## src/rtl/scp_pkg.sv

```systemverilog
package scp_pkg;
    localparam int SCP_REG_W      = 5;
    localparam int SCP_NUM_REGS   = 5;
    localparam int SCP_ADDR_W     = 3;
    localparam int SCP_HI_W       = 3;
    localparam int SCP_BYTE_W     = 8;
    localparam int SCP_HDR_BITS   = 8;
    localparam int SCP_FRAME_BITS = 16;

    typedef enum logic [2:0] {
        ST_IDLE,
        ST_HEADER,
        ST_TURN,
        ST_RDATA,
        ST_WDATA,
        ST_TAIL,
        ST_GAP,
        ST_BLOCK
    } scp_state_e;
endpackage

```

## src/rtl/scp_sync.sv

```systemverilog
module scp_sync #(
    parameter int             WIDTH   = 3,
    parameter int             STAGES  = 2,
    parameter logic [WIDTH-1:0] RST_VAL = '0
) (
    input  logic             clk,
    input  logic             rst_n,
    input  logic [WIDTH-1:0] d,
    output logic [WIDTH-1:0] q
);
    genvar i;
    generate
        for (i = 0; i < WIDTH; i++) begin : g_bit
            logic [STAGES-1:0] chain;
            always_ff @(posedge clk or negedge rst_n) begin
                if (!rst_n) chain <= {STAGES{RST_VAL[i]}};
                else        chain <= {chain[STAGES-2:0], d[i]};
            end
            assign q[i] = chain[STAGES-1];
        end
    endgenerate
endmodule

```

## src/rtl/scp_regbank.sv

```systemverilog
module scp_regbank
    import scp_pkg::*;
(
    input  logic                            clk,
    input  logic                            rst_n,
    input  logic                            wr_en,
    input  logic [SCP_ADDR_W-1:0]           wr_addr,
    input  logic [SCP_REG_W-1:0]            wr_data,
    input  logic [SCP_ADDR_W-1:0]           rd_addr,
    output logic [SCP_REG_W-1:0]            rd_data,
    output logic [SCP_NUM_REGS*SCP_REG_W-1:0] cfg_flat
);
    logic [SCP_REG_W-1:0] regs [SCP_NUM_REGS];

    genvar i;
    generate
        for (i = 0; i < SCP_NUM_REGS; i++) begin : g_reg
            always_ff @(posedge clk or negedge rst_n) begin
                if (!rst_n)
                    regs[i] <= '0;
                else if (wr_en && wr_addr == SCP_ADDR_W'(i))
                    regs[i] <= wr_data;
            end
            assign cfg_flat[i*SCP_REG_W +: SCP_REG_W] = regs[i];
        end
    endgenerate

    // Reserved addresses fall through to zero.
    always_comb begin
        rd_data = '0;
        for (int k = 0; k < SCP_NUM_REGS; k++)
            if (rd_addr == SCP_ADDR_W'(k)) rd_data = regs[k];
    end
endmodule

```

## src/rtl/scp_frame_fsm.sv

```systemverilog
module scp_frame_fsm
    import scp_pkg::*;
#(
    parameter int GAP_CYCLES = 8
) (
    input  logic                  clk,
    input  logic                  rst_n,
    input  logic                  cs_n,
    input  logic                  sclk,
    input  logic                  din,
    input  logic [SCP_REG_W-1:0]  rd_data,
    output scp_state_e            state,
    output logic                  wr_en,
    output logic [SCP_ADDR_W-1:0] wr_addr,
    output logic [SCP_REG_W-1:0]  wr_data,
    output logic [SCP_ADDR_W-1:0] rd_addr,
    output logic                  dout,
    output logic                  dout_oe
);
    localparam int CNT_W = $clog2(SCP_FRAME_BITS + 1);
    localparam int GAP_W = $clog2(GAP_CYCLES + 1);
    localparam int PAD_W = SCP_BYTE_W - SCP_REG_W;

    scp_state_e                nxt;
    logic [CNT_W-1:0]          bit_cnt;
    logic [GAP_W-1:0]          gap_cnt;
    logic [SCP_HDR_BITS-1:0]   hdr_sr;
    logic [SCP_BYTE_W-2:0]     dat_sr;
    logic [SCP_BYTE_W-1:0]     out_sr;
    logic                      sclk_prev;
    logic                      sclk_rise;
    logic                      sclk_fall;
    logic                      is_read;
    logic                      addr_ok;

    assign sclk_rise = sclk & ~sclk_prev;
    assign sclk_fall = ~sclk & sclk_prev;
    assign is_read   = hdr_sr[0];
    assign rd_addr   = hdr_sr[SCP_ADDR_W:1];
    assign addr_ok   = (hdr_sr[SCP_ADDR_W+SCP_HI_W:SCP_ADDR_W+1] == '0) &&
                       (hdr_sr[SCP_ADDR_W:1] < SCP_ADDR_W'(SCP_NUM_REGS));

    // Next-state logic
    always_comb begin
        nxt = state;
        unique case (state)
            ST_IDLE:   if (!cs_n) nxt = ST_HEADER;
            ST_HEADER: if (cs_n) nxt = ST_GAP;
                       else if (sclk_rise && bit_cnt == CNT_W'(SCP_HDR_BITS - 1))
                           nxt = ST_TURN;
            ST_TURN:   if (cs_n) nxt = ST_GAP;
                       else if (!is_read) nxt = ST_WDATA;
                       else if (sclk_fall) nxt = ST_RDATA;
            ST_RDATA:  if (cs_n) nxt = ST_GAP;
                       else if (sclk_fall && bit_cnt == CNT_W'(SCP_FRAME_BITS))
                           nxt = ST_TAIL;
            ST_WDATA:  if (cs_n) nxt = ST_GAP;
                       else if (sclk_rise && bit_cnt == CNT_W'(SCP_FRAME_BITS - 1))
                           nxt = ST_TAIL;
            ST_TAIL:   if (cs_n) nxt = ST_GAP;
            ST_GAP:    if (!cs_n) nxt = ST_BLOCK;
                       else if (gap_cnt == GAP_W'(GAP_CYCLES - 1)) nxt = ST_IDLE;
            ST_BLOCK:  if (cs_n) nxt = ST_GAP;
            default:   nxt = ST_IDLE;
        endcase
    end

    // State register
    always_ff @(posedge clk or negedge rst_n) begin
        if (!rst_n) state <= ST_IDLE;
        else        state <= nxt;
    end

    // Shift registers, counters and write strobe
    always_ff @(posedge clk or negedge rst_n) begin
        if (!rst_n) begin
            sclk_prev <= 1'b0;
            bit_cnt   <= '0;
            gap_cnt   <= '0;
            hdr_sr    <= '0;
            dat_sr    <= '0;
            out_sr    <= '0;
            wr_en     <= 1'b0;
            wr_addr   <= '0;
            wr_data   <= '0;
        end else begin
            sclk_prev <= sclk;
            wr_en     <= 1'b0;
            gap_cnt   <= (state == ST_GAP) ? gap_cnt + 1'b1 : '0;
            case (state)
                ST_IDLE: begin
                    bit_cnt <= '0;
                    hdr_sr  <= '0;
                end
                ST_HEADER: if (sclk_rise) begin
                    hdr_sr  <= {din, hdr_sr[SCP_HDR_BITS-1:1]};
                    bit_cnt <= bit_cnt + 1'b1;
                end
                ST_TURN: if (sclk_fall && is_read)
                    out_sr <= addr_ok ? {{PAD_W{1'b0}}, rd_data} : '0;
                ST_RDATA: begin
                    if (sclk_rise) bit_cnt <= bit_cnt + 1'b1;
                    if (sclk_fall) out_sr  <= out_sr >> 1;
                end
                ST_WDATA: if (sclk_rise && !cs_n) begin
                    dat_sr  <= {din, dat_sr[SCP_BYTE_W-2:1]};
                    bit_cnt <= bit_cnt + 1'b1;
                    if (bit_cnt == CNT_W'(SCP_FRAME_BITS - 1) && addr_ok) begin
                        wr_en   <= 1'b1;
                        wr_addr <= hdr_sr[SCP_ADDR_W:1];
                        wr_data <= dat_sr[SCP_REG_W-1:0];
                    end
                end
                default: ;
            endcase
        end
    end

    // Outputs
    always_comb begin
        dout_oe = (state == ST_RDATA);
        dout    = dout_oe & out_sr[0];
    end
endmodule

```

## src/rtl/scp_ctrl_port.sv

```systemverilog
module scp_ctrl_port
    import scp_pkg::*;
#(
    parameter int GAP_CYCLES  = 8,
    parameter int SYNC_STAGES = 2
) (
    input  logic       clk,
    input  logic       rst_n,
    input  logic       ser_cs_n,
    input  logic       ser_clk,
    input  logic       ser_din,
    output logic       ser_dout,
    output logic       ser_dout_oe,
    output logic       pll1_en,
    output logic [3:0] io_mode,
    output logic       pll2_en,
    output logic [3:0] pre_div,
    output logic [4:0] mult1_sel,
    output logic [4:0] mult2_sel,
    output logic       out1_div8,
    output logic       out2_div8,
    output logic       out2_en,
    output logic       out1_en,
    output logic       sync_en
);
    logic [2:0]                         sync_q;
    logic                               cs_s;
    scp_state_e                         fsm_state;
    logic                               wr_en;
    logic [SCP_ADDR_W-1:0]              wr_addr;
    logic [SCP_REG_W-1:0]               wr_data;
    logic [SCP_ADDR_W-1:0]              rd_addr;
    logic [SCP_REG_W-1:0]               rd_data;
    logic [SCP_NUM_REGS*SCP_REG_W-1:0]  cfg_flat;

    // bit 0 select (idles high), bit 1 serial clock, bit 2 data
    scp_sync #(.WIDTH(3), .STAGES(SYNC_STAGES), .RST_VAL(3'b001)) u_sync (
        .clk   (clk),
        .rst_n (rst_n),
        .d     ({ser_din, ser_clk, ser_cs_n}),
        .q     (sync_q)
    );
    assign cs_s = sync_q[0];

    scp_frame_fsm #(.GAP_CYCLES(GAP_CYCLES)) u_fsm (
        .clk     (clk),
        .rst_n   (rst_n),
        .cs_n    (cs_s),
        .sclk    (sync_q[1]),
        .din     (sync_q[2]),
        .rd_data (rd_data),
        .state   (fsm_state),
        .wr_en   (wr_en),
        .wr_addr (wr_addr),
        .wr_data (wr_data),
        .rd_addr (rd_addr),
        .dout    (ser_dout),
        .dout_oe (ser_dout_oe)
    );

    scp_regbank u_bank (
        .clk      (clk),
        .rst_n    (rst_n),
        .wr_en    (wr_en),
        .wr_addr  (wr_addr),
        .wr_data  (wr_data),
        .rd_addr  (rd_addr),
        .rd_data  (rd_data),
        .cfg_flat (cfg_flat)
    );

    assign {io_mode, pll1_en}  = cfg_flat[0*SCP_REG_W +: SCP_REG_W];
    assign {pre_div, pll2_en}  = cfg_flat[1*SCP_REG_W +: SCP_REG_W];
    assign mult1_sel           = cfg_flat[2*SCP_REG_W +: SCP_REG_W];
    assign mult2_sel           = cfg_flat[3*SCP_REG_W +: SCP_REG_W];
    assign {sync_en, out1_en, out2_en, out2_div8, out1_div8}
                               = cfg_flat[4*SCP_REG_W +: SCP_REG_W];
endmodule

```

## config.mk

```make
export PLATFORM = sky130hd
export DESIGN_NAME = scp_ctrl_port
export DESIGN_NICKNAME = d
export VERILOG_FILES = /design/src/rtl/scp_pkg.sv /design/src/rtl/scp_sync.sv /design/src/rtl/scp_regbank.sv /design/src/rtl/scp_frame_fsm.sv /design/src/rtl/scp_ctrl_port.sv
export SDC_FILE = /design/constraint.sdc
export NUM_CORES = 1
export LEC_CHECK = 0
export BUFFER_PORTS_ARGS = -buffer_cell sky130_fd_sc_hd__buf_2
export CAP_MARGIN = 30
export CORE_ASPECT_RATIO = 1.75
export CORE_MARGIN = 2
export CORE_UTILIZATION = 60
export CTS_CLUSTER_DIAMETER = 100
export DETAILED_ROUTE_END_ITERATION = 16
export GPL_TIMING_DRIVEN = 0
export PLACE_DENSITY = 0.8
export SLEW_MARGIN = 30
export SYNTH_ARGS = -nofsm -noshare
export SYNTH_HDL_FRONTEND = slang
export SYNTH_SLANG_ARGS = --single-unit
```

## constraint.sdc

```tcl
create_clock -name clk -period 5.67 [get_ports clk]
set_input_delay 1.134 -clock clk [delete_from_list [all_inputs] [get_ports clk]]
set_output_delay 1.134 -clock clk [all_outputs]
set_load 0.02 [all_outputs]
```

-- Yosys cells after proc, flatten, opt, wreduce, memory -nomap -nowiden
Cells that the tools add are included.
- equality and inequality tests: 31
- mux-type cells: 32
- $add $sub $neg: 2
- order comparisons: 1
- bitwise logic cells: 5
- reduce and logical (&&, ||, !) cells: 28
- operators with widths (kind ; number):
    two-way mux 5 bit ; 8
    two-way mux 3 bit ; 13
    one-hot mux 8 bit (2 select lines) ; 2
    two-way mux 8 bit ; 3
    one-hot mux 3 bit (7 select lines) ; 1
    equality test 3 x 2 -> 1 bit (second input constant) ; 6
    equality test 3 bit (second input constant) ; 6
    one-hot mux 5 bit (3 select lines) ; 1
    logical AND 1 bit ; 12
    logical NOT 3 bit ; 4
    != test 2 x 1 -> 1 bit (second input constant) ; 6
    equality test 3 x 1 -> 1 bit (second input constant) ; 3
    != test 3 x 2 -> 1 bit (second input constant) ; 3
    AND reduction 3 bit ; 3
    AND reduction 7 bit ; 1
    adder 5 x 1 -> 5 bit (second input constant) ; 1
    equality test 5 x 3 -> 1 bit (second input constant) ; 1
    equality test 5 x 4 -> 1 bit (second input constant) ; 1
    equality test 5 bit (second input constant) ; 1
    adder 4 x 1 -> 4 bit (second input constant) ; 1
    equality test 4 x 3 -> 1 bit (second input constant) ; 1
    two-way mux 4 bit ; 1
    != test 4 bit (second input constant) ; 1
    AND reduction 2 bit ; 2
    other kinds (10) ; 17
- output and inout port bits: 27
- flip-flop bits (word level): 76
- input bits: 5

-- Longest topological paths before layout
Gate-level depths: netlist (run 1).
- depth in word-level cells: 9
- mapped depth: 7

-- By module
From an unflattened synthesis (run 1), not the netlist that was laid out.
- cells, all modules: 304
- area total of the unflattened synthesis: 3489.6 µm²
- modules (own cells, without submodules) (module ; times used ; area each (µm²) ; cells each):
    scp_frame_fsm ; 1 ; 2073.2 ; 203
    scp_regbank ; 1 ; 1241.2 ; 92
    scp_sync ; 1 ; 175.2 ; 9

-- Least setup slack after synthesis (run 1)
Ideal clock, no wire load.
- kind: reg2out
- from: reg u_fsm.state[0]
- to: out ser_dout
- path slack: 3.241 ns
- arrival time: 1.295 ns
- cell stages (with the launch flop): 5
- data required time: 4.536 ns
- cells stage by stage: dfrtp_1 > buf_6 > and3b_1 > clkbuf_1 > and2_1
- word-level cells in the longest chain between the ends: 2
- RTL lines (item ; line ; RTL):
    start, declared ; scp_frame_fsm.sv:12 ; output scp_state_e state,
    start signal, assigned ; scp_frame_fsm.sv:71 ; else state <= nxt;
    equality test 3 x 2 -> 1 bit ; scp_frame_fsm.sv:121 ; dout_oe = (state == ST_RDATA);
    net ser_dout_oe ; scp_ctrl_port.sv:13 ; output logic ser_dout_oe,
    bitwise AND 1 bit ; scp_frame_fsm.sv:122 ; dout = dout_oe & out_sr[0];
    end, declared ; scp_ctrl_port.sv:12 ; output logic ser_dout,
The timed path passes the listed nets, and every way through them passes these cells.

-- Worst setup path after layout (run 1)
- from: reg u_fsm.state[0]
- to: out ser_dout
- word-level cells in the longest chain between the ends: 2
- RTL lines (item ; line):
    equality test 3 x 2 -> 1 bit ; scp_frame_fsm.sv:121
    bitwise AND 1 bit ; scp_frame_fsm.sv:122
No other way between the ends.

==> impl_metrics.env, run 1 <==
export IMPL_outcome="completed"
export IMPL_globalplace_congestion=0.8361
export IMPL_die_area_mm2=0.006407
export IMPL_clk_pin_slew_ns=0.08
export IMPL_clock_fmax_mhz=350.8
export IMPL_power_density_mw_per_mm2=315.2
export IMPL_setup_tns_final_ns=0
export IMPL_ys_types=57
export IMPL_synth_edf_count=0
export IMPL_cts_tree="yes"
export IMPL_start_kind="register"
export IMPL_grt_pass1_wl_mm=12.04
export IMPL_worst_pin_slew_ns=0.8866
export IMPL_critPathLaunch="u_fsm.state[0]$_DFFE_PN0P_"
export IMPL_yosysWarnings=0
export IMPL_portBuffers=31
export IMPL_syn_inst=267
export IMPL_clockRootBuffer="clkbuf_8"
export IMPL_finalClockSkew_ns=0.01096
export IMPL_period_minus_slack_ns=2.850
export IMPL_rows=36
export IMPL_hold_viol=0
export IMPL_ir_drop_v=0.0002341
export IMPL_critPathCapture="ser_dout"
export IMPL_avgSynthCellArea_um2=12.94
export IMPL_grt_setup_unrepaired="no"
export IMPL_drt_antenna_violating_nets=0
export IMPL_cts_path_max_buffers=2
export IMPL_antenna_found_initial=0
export IMPL_maxSlewViolCount=0
export IMPL_num_vias=2304
export IMPL_die_h_um=104.4
export IMPL_fp_dieW_um=61.37
export IMPL_timing_rr_start="u_fsm.bit_cnt[0]$_DFFE_PN0P_"
export IMPL_fillers=445
export IMPL_grt_ovfl_total=0
export IMPL_syn_cell_area_mm2=0.003456
export IMPL_drt_pass1_iter_count=4
export IMPL_r2r_slack_ns=3.44
export IMPL_leakagePower_nw=1.915
export IMPL_crit_path_end_kind="primary output"
export IMPL_layout_nets=319
export IMPL_vias_per_cell=5.893
export IMPL_synth_fp_nets=276
export IMPL_clkLatencyLatePin_ns=0.35
export IMPL_async_flop_share_pct=100.0
export IMPL_ys_seq_elements=73
export IMPL_cp_required_ns=4.54
export IMPL_hp_class="reg2reg"
export IMPL_htreeDepth=3
export IMPL_arrival_ns=1.72
export IMPL_slew_headroom_pct=40.44
export IMPL_grt_total_usage_pct=25.71
export IMPL_routed_wl_mm=7.001
export IMPL_ys_seq_area_share_pct=52.93
export IMPL_grt_max_degree=54
export IMPL_period_share_pct=50.27
export IMPL_initial_core_util_pct=61.87
export IMPL_drive_above_1_share_pct=34.29
export IMPL_cts_sinks=73
export IMPL_crit_type="reg2out"
export IMPL_hold_buffers=0
export IMPL_final_common_cell="dfrtp_1"
export IMPL_cts_resized=0
export IMPL_drv_cap=0
export IMPL_grt_pass1_vias=2407
export IMPL_areaGrowthSynthToFinish_pct=12.93
export IMPL_final_cell_mix="dfrtp_1, mux2_2, buf_2"
export IMPL_drt_iter0_drc=156
export IMPL_route_detailed_drc=0
export IMPL_r2r_end="u_fsm.state[1]$_DFFE_PN0P_"
export IMPL_r2r_cells=7
export IMPL_holdWs_ns=0.3510
export IMPL_crit_fanout=10
export IMPL_antenna_cells=0
export IMPL_ys_flop_type="dfrtp_1"
export IMPL_wl_per_cell_um=17.91
export IMPL_numCtsBuffers=9
export IMPL_coreArea_mm2=0.005585
export IMPL_setup_viol=0
export IMPL_io_pins=32
export IMPL_post_cts_buffers=0
export IMPL_dp_hpwl_mm=5.083
## stage by stage
step / total power, W / worst slack [ns] / area (µm²) / std cells / utilization [%]
6_report: 0.001230 / 2.820 / 3902 / 391 / 69.87
3_3_place_gp: 0.0008709 / 3.074 / 3706 / 374 / 66.35
2_1_floorplan: 0.0008112 / 3.241 / 3456 / 267 / -
3_5_place_dp: 0.0008860 / 3.203 / 3736 / 375 / 66.89
4_1_cts: 0.001237 / 2.804 / 3902 / 391 / 69.87
5_1_grt: 0.001293 / 2.729 / 3902 / 391 / 69.87
## where the power goes
group          internal (W)  leakage (nW)  switching (W)
logic              0.000121         0.844       0.000157
registers          0.000562         0.988      0.0000373
clock network      0.000170        0.0834       0.000182
## area by class of cell
type / count / area, µm² / share of cell area [%]
Buffer: 11 / 92.59 / 2.373
Clock buffer: 13 / 148.9 / 3.815
Clock inverter: 3 / 17.52 / 0.4489
Inverter: 10 / 37.54 / 0.9618
Multi-Input combinational cell: 173 / 1496 / 38.35
Sequential cell: 73 / 1829 / 46.87
Tap cell: 76 / 95.09 / 2.437
Timing Repair Buffer: 32 / 185.2 / 4.745
## routing by layer
layer	track usage, %	up-vias	part of all wire [%]
met5	0	-	0
met4	9.422	0	1.4
met3	5.348	6	3.2
met2	42.78	49	56
met1	32.04	1184	39
li1	-	1065	-
## cells in the mapped netlist, types with 3 or more instances
cell       n  area [µm²]
mux2_2    35       394.1
o21ai_1    4       20.02
nor2_1    13       48.80
mux2_1     6       67.56
and3b_1    3       26.28
clkbuf_8   3       41.29
a22o_1     8       70.07
a21oi_1    6       30.03
ha_1       4       50.05
inv_1     10       37.54
o211ai_1   5       37.54
nand3b_1   3       22.52
mux4_2     5       112.6
o21ai_0    5       25.02
nor2b_1    9       56.30
mux2i_1    3       30.03
nand3_1    5       25.02
clkbuf_1   3       11.26
and3_1     3       18.77
a31oi_1    6       37.54
nand2_1    8       30.03
dfrtp_1   71        1777
and2_1     5       31.28
## kinds of logic (layout without fill, tap and decap cells)
family                     count (synthesis)  count (layout)  share of synthesized area [%]
AOI/OAI and AO/OA                         47              47                          9.740
and+or+nand+nor                           70              70                          13.87
DFF                                       73              73                          52.93
muxes                                     49              49                          17.49
buffers and inverters                     21              69                          3.766
xor gates and xnor gates                   3               3                         0.7605
adders and majority gates                  4               4                          1.448
## state kept, by name (all words and copies together), names as in the netlist, 4 cells and up
register	cells
u_fsm.hdr_sr	8
u_fsm.bit_cnt	5
u_sync.g_bit.chain	6
u_fsm.dat_sr	7
u_fsm.wr_data	5
u_fsm.gap_cnt	4
u_bank.cfg_flat	25
u_fsm.out_sr	5
## worst max-delay path, stage by stage (launching register included)
cell,delay (ns)
dfrtp_1,0.49
buf_6,0.18
and3b_1,0.16
clkbuf_1,0.20
and2_1,0.17
buf_2,0.16
## worst min path at each step
stage	start	endpoint	slack (ns)	cells past startpoint
floorplan	u_sync.g_bit[1].chain[0]$_DFF_PN0_	u_sync.g_bit[1].chain[1]$_DFF_PN0_	0.33	0
global placement	u_sync.g_bit[2].chain[0]$_DFF_PN0_	u_sync.g_bit[2].chain[1]$_DFF_PN0_	0.33	0
detailed placement	u_sync.g_bit[1].chain[0]$_DFF_PN0_	u_sync.g_bit[1].chain[1]$_DFF_PN0_	0.34	0
CTS	u_sync.g_bit[1].chain[0]$_DFF_PN0_	u_sync.g_bit[1].chain[1]$_DFF_PN0_	0.35	0
global route	u_sync.g_bit[0].chain[0]$_DFF_PN1_	u_sync.g_bit[0].chain[1]$_DFF_PN1_	0.37	0
finish	u_sync.g_bit[1].chain[0]$_DFF_PN0_	u_sync.g_bit[1].chain[1]$_DFF_PN0_	0.35	0
Power figures use the tool's default switching activity.
==> run 2: changes to the inputs <==
--- a/config.mk
+++ b/config.mk
@@ -9,11 +9,11 @@
 export CAP_MARGIN = 30
 export CORE_ASPECT_RATIO = 1.75
 export CORE_MARGIN = 2
-export CORE_UTILIZATION = 60
+export CORE_UTILIZATION = 53
 export CTS_CLUSTER_DIAMETER = 100
 export DETAILED_ROUTE_END_ITERATION = 16
 export GPL_TIMING_DRIVEN = 0
-export PLACE_DENSITY = 0.8
+export PLACE_DENSITY = 0.75
 export SLEW_MARGIN = 30
 export SYNTH_ARGS = -nofsm -noshare
 export SYNTH_HDL_FRONTEND = slang
==> constraint.sdc (replaced) <==
create_clock -name clk -period 2.55 [get_ports clk]
set_input_delay 0.51 -clock clk [delete_from_list [all_inputs] [get_ports clk]]
set_output_delay 0.51 -clock clk [all_outputs]
set_load 0.02 [all_outputs]
==> impl_metrics.env, run 2 (synthesized netlist as in run 1, its figures left out) <==
export IMPL_outcome="completed"
export IMPL_grt_ovfl_total=0
export IMPL_route_detailed_drc=0
export IMPL_globalplace_congestion=0.8644
export IMPL_fin_cells=397
export IMPL_p_seq_share_pct=41.6
export IMPL_regArea_mm2=0.001829
export IMPL_drt_met1_wl_mm=2.668
export IMPL_critPathCapture="ser_dout"
export IMPL_maxSlewViolCount=0
export IMPL_topRoutingLayerUsed="met4"
export IMPL_num_vias=2309
export IMPL_r2r_end="u_fsm.state[1]$_DFFE_PN0P_"
export IMPL_timing_rr_start="u_fsm.bit_cnt[1]$_DFFE_PN0P_"
export IMPL_io_pins=32
export IMPL_areaGrowthSynthToFinish_pct=17.13
export IMPL_initial_core_util_pct=53.65
export IMPL_period_minus_slack_ns=2.247
export IMPL_numCtsBuffers=9
export IMPL_antenna_found_initial=0
export IMPL_wl_met2_mm=3.919
export IMPL_antenna_cells=0
export IMPL_period_share_pct=88.13
export IMPL_rows=39
export IMPL_routed_wl_mm=7.019
export IMPL_largest_reg_flops=25
export IMPL_crit_type="reg2out"
export IMPL_fin_area_mm2=0.004048
export IMPL_leakagePower_nw=1.974
export IMPL_clk_pin_slew_ns=0.06
export IMPL_start_kind="register"
export IMPL_placed_area_mm2=0.003736
export IMPL_grt_pass1_vias=2399
export IMPL_fillers=513
export IMPL_r2r_slack_ns=0.41
export IMPL_ir_drop_v=0.0007382
export IMPL_numPlacedInstances=381
export IMPL_wl_per_cell_um=17.68
export IMPL_layout_nets=319
export IMPL_drive_above_1_share_pct=35.56
export IMPL_hp_class="in2async"
export IMPL_p_sw_w=0.0009125
export IMPL_drt_iter0_drc=116
export IMPL_switching_share_pct=28.39
export IMPL_coreArea_mm2=0.006441
export IMPL_vias_per_cell=5.816
export IMPL_pwr_share_comb_pct=19.2
export IMPL_cts_tree="yes"
export IMPL_slew_headroom_pct=52.82
export IMPL_cts_resized=0
export IMPL_setup_viol=0
export IMPL_hold_viol=0
export IMPL_dp_hpwl_mm=5.077
export IMPL_grt_total_usage_pct=22.01
export IMPL_grt_setup_unrepaired="no"
export IMPL_power_density_mw_per_mm2=794.1
export IMPL_die_area_mm2=0.007208
export IMPL_worst_pin_slew_ns=0.7023
export IMPL_clockPowerShare_pct=39.2
export IMPL_wl_met3_um=210
export IMPL_clkLatencyLatePin_ns=0.34
export IMPL_htreeDepth=3
export IMPL_post_cts_buffers=0
export IMPL_clockRootBuffer="clkbuf_16"
export IMPL_cp_required_ns=2.04
export IMPL_crit_fanout=10
export IMPL_finalClockSkew_ns=0.006051
export IMPL_critPathLaunch="u_fsm.state[0]$_DFFE_PN0P_"
export IMPL_multi_input_area_mm2=0.001501
export IMPL_final_cell_mix="dfrtp_1, mux2_2, buf_2"
export IMPL_drt_pass1_iter_count=4
export IMPL_setup_tns_final_ns=0
export IMPL_grt_max_degree=44
export IMPL_portBuffers=31
export IMPL_cts_sinks=73
export IMPL_final_common_cell="dfrtp_1"
export IMPL_drt_antenna_violating_nets=0
export IMPL_clock_fmax_mhz=445.0
export IMPL_internal_power_w=0.002302
export IMPL_cts_path_max_buffers=2
export IMPL_die_h_um=110.8
export IMPL_arrival_ns=1.74
export IMPL_hold_buffers=0
export IMPL_drv_cap=0
export IMPL_fp_dieW_um=65.04
export IMPL_r2r_cells=7
export IMPL_crit_path_end_kind="primary output"
export IMPL_grt_pass1_wl_mm=11.93
run 2: worst max-delay path, cell delays in order, from the launching register on:
cell	delay, ns
dfrtp_1	0.52
buf_6	0.19
and3b_1	0.16
clkbuf_1	0.21
and2_1	0.17
buf_2	0.16
run 2: worst min path at each step:
stage / to / from / slack (ns)
after floorplan: u_bank.cfg_flat[0]$_DFFE_PN0P_ / rst_n / 0.21
after global placement: u_sync.g_bit[1].chain[1]$_DFF_PN0_ / u_sync.g_bit[1].chain[0]$_DFF_PN0_ / 0.33
after detailed placement: u_sync.g_bit[2].chain[1]$_DFF_PN0_ / u_sync.g_bit[2].chain[0]$_DFF_PN0_ / 0.33
after CTS: u_sync.g_bit[2].chain[1]$_DFF_PN0_ / rst_n / 0.11
after global routing: u_sync.g_bit[2].chain[1]$_DFF_PN0_ / rst_n / 0.14
final: u_sync.g_bit[2].chain[1]$_DFF_PN0_ / rst_n / 0.10
run 2: layer usage:
layer	track usage, %	vias to the layer above
met4	11.39	0
li1	-	1071
met2	37.66	40
met1	25.30	1180
met3	4.772	18
met5	0	-
run 2: power groups by stage:
| stage | sequential, W | clock (W) | combinational (W) |
|---|---|---|---|
| finish | 0.00134 | 0.00126 | 0.000618 |
| global route | 0.00135 | 0.00133 | 0.000695 |
| CTS | 0.00134 | 0.00128 | 0.000620 |
| detailed placement | 0.00136 | 0 | 0.000613 |
| global placement | 0.00135 | 0 | 0.000596 |
| floorplan | 0.00133 | 0 | 0.000475 |
run 2: final cells by class:
cell class	count	share of cell area, %
Sequential cell	73	45.19
Multi-Input combinational cell	173	37.09
Clock buffer	10	5.904
Timing Repair Buffer	32	4.389
Tap cell	82	2.535
Buffer	11	2.287
Clock inverter	6	1.669
Inverter	10	0.9274
run 2: through the flow:
step                utilization (%)  setup WS, ns  hold WS (ns)  power [W]
floorplan                         -        0.6899        0.2144   0.001804
global route                  62.84        0.1934        0.1416   0.003373
CTS                           62.76        0.2841        0.1069   0.003231
global placement              57.65        0.4625        0.3343   0.001947
detailed placement            58.00        0.4146        0.3347   0.001970
finish                        62.84        0.3027        0.1004   0.003214
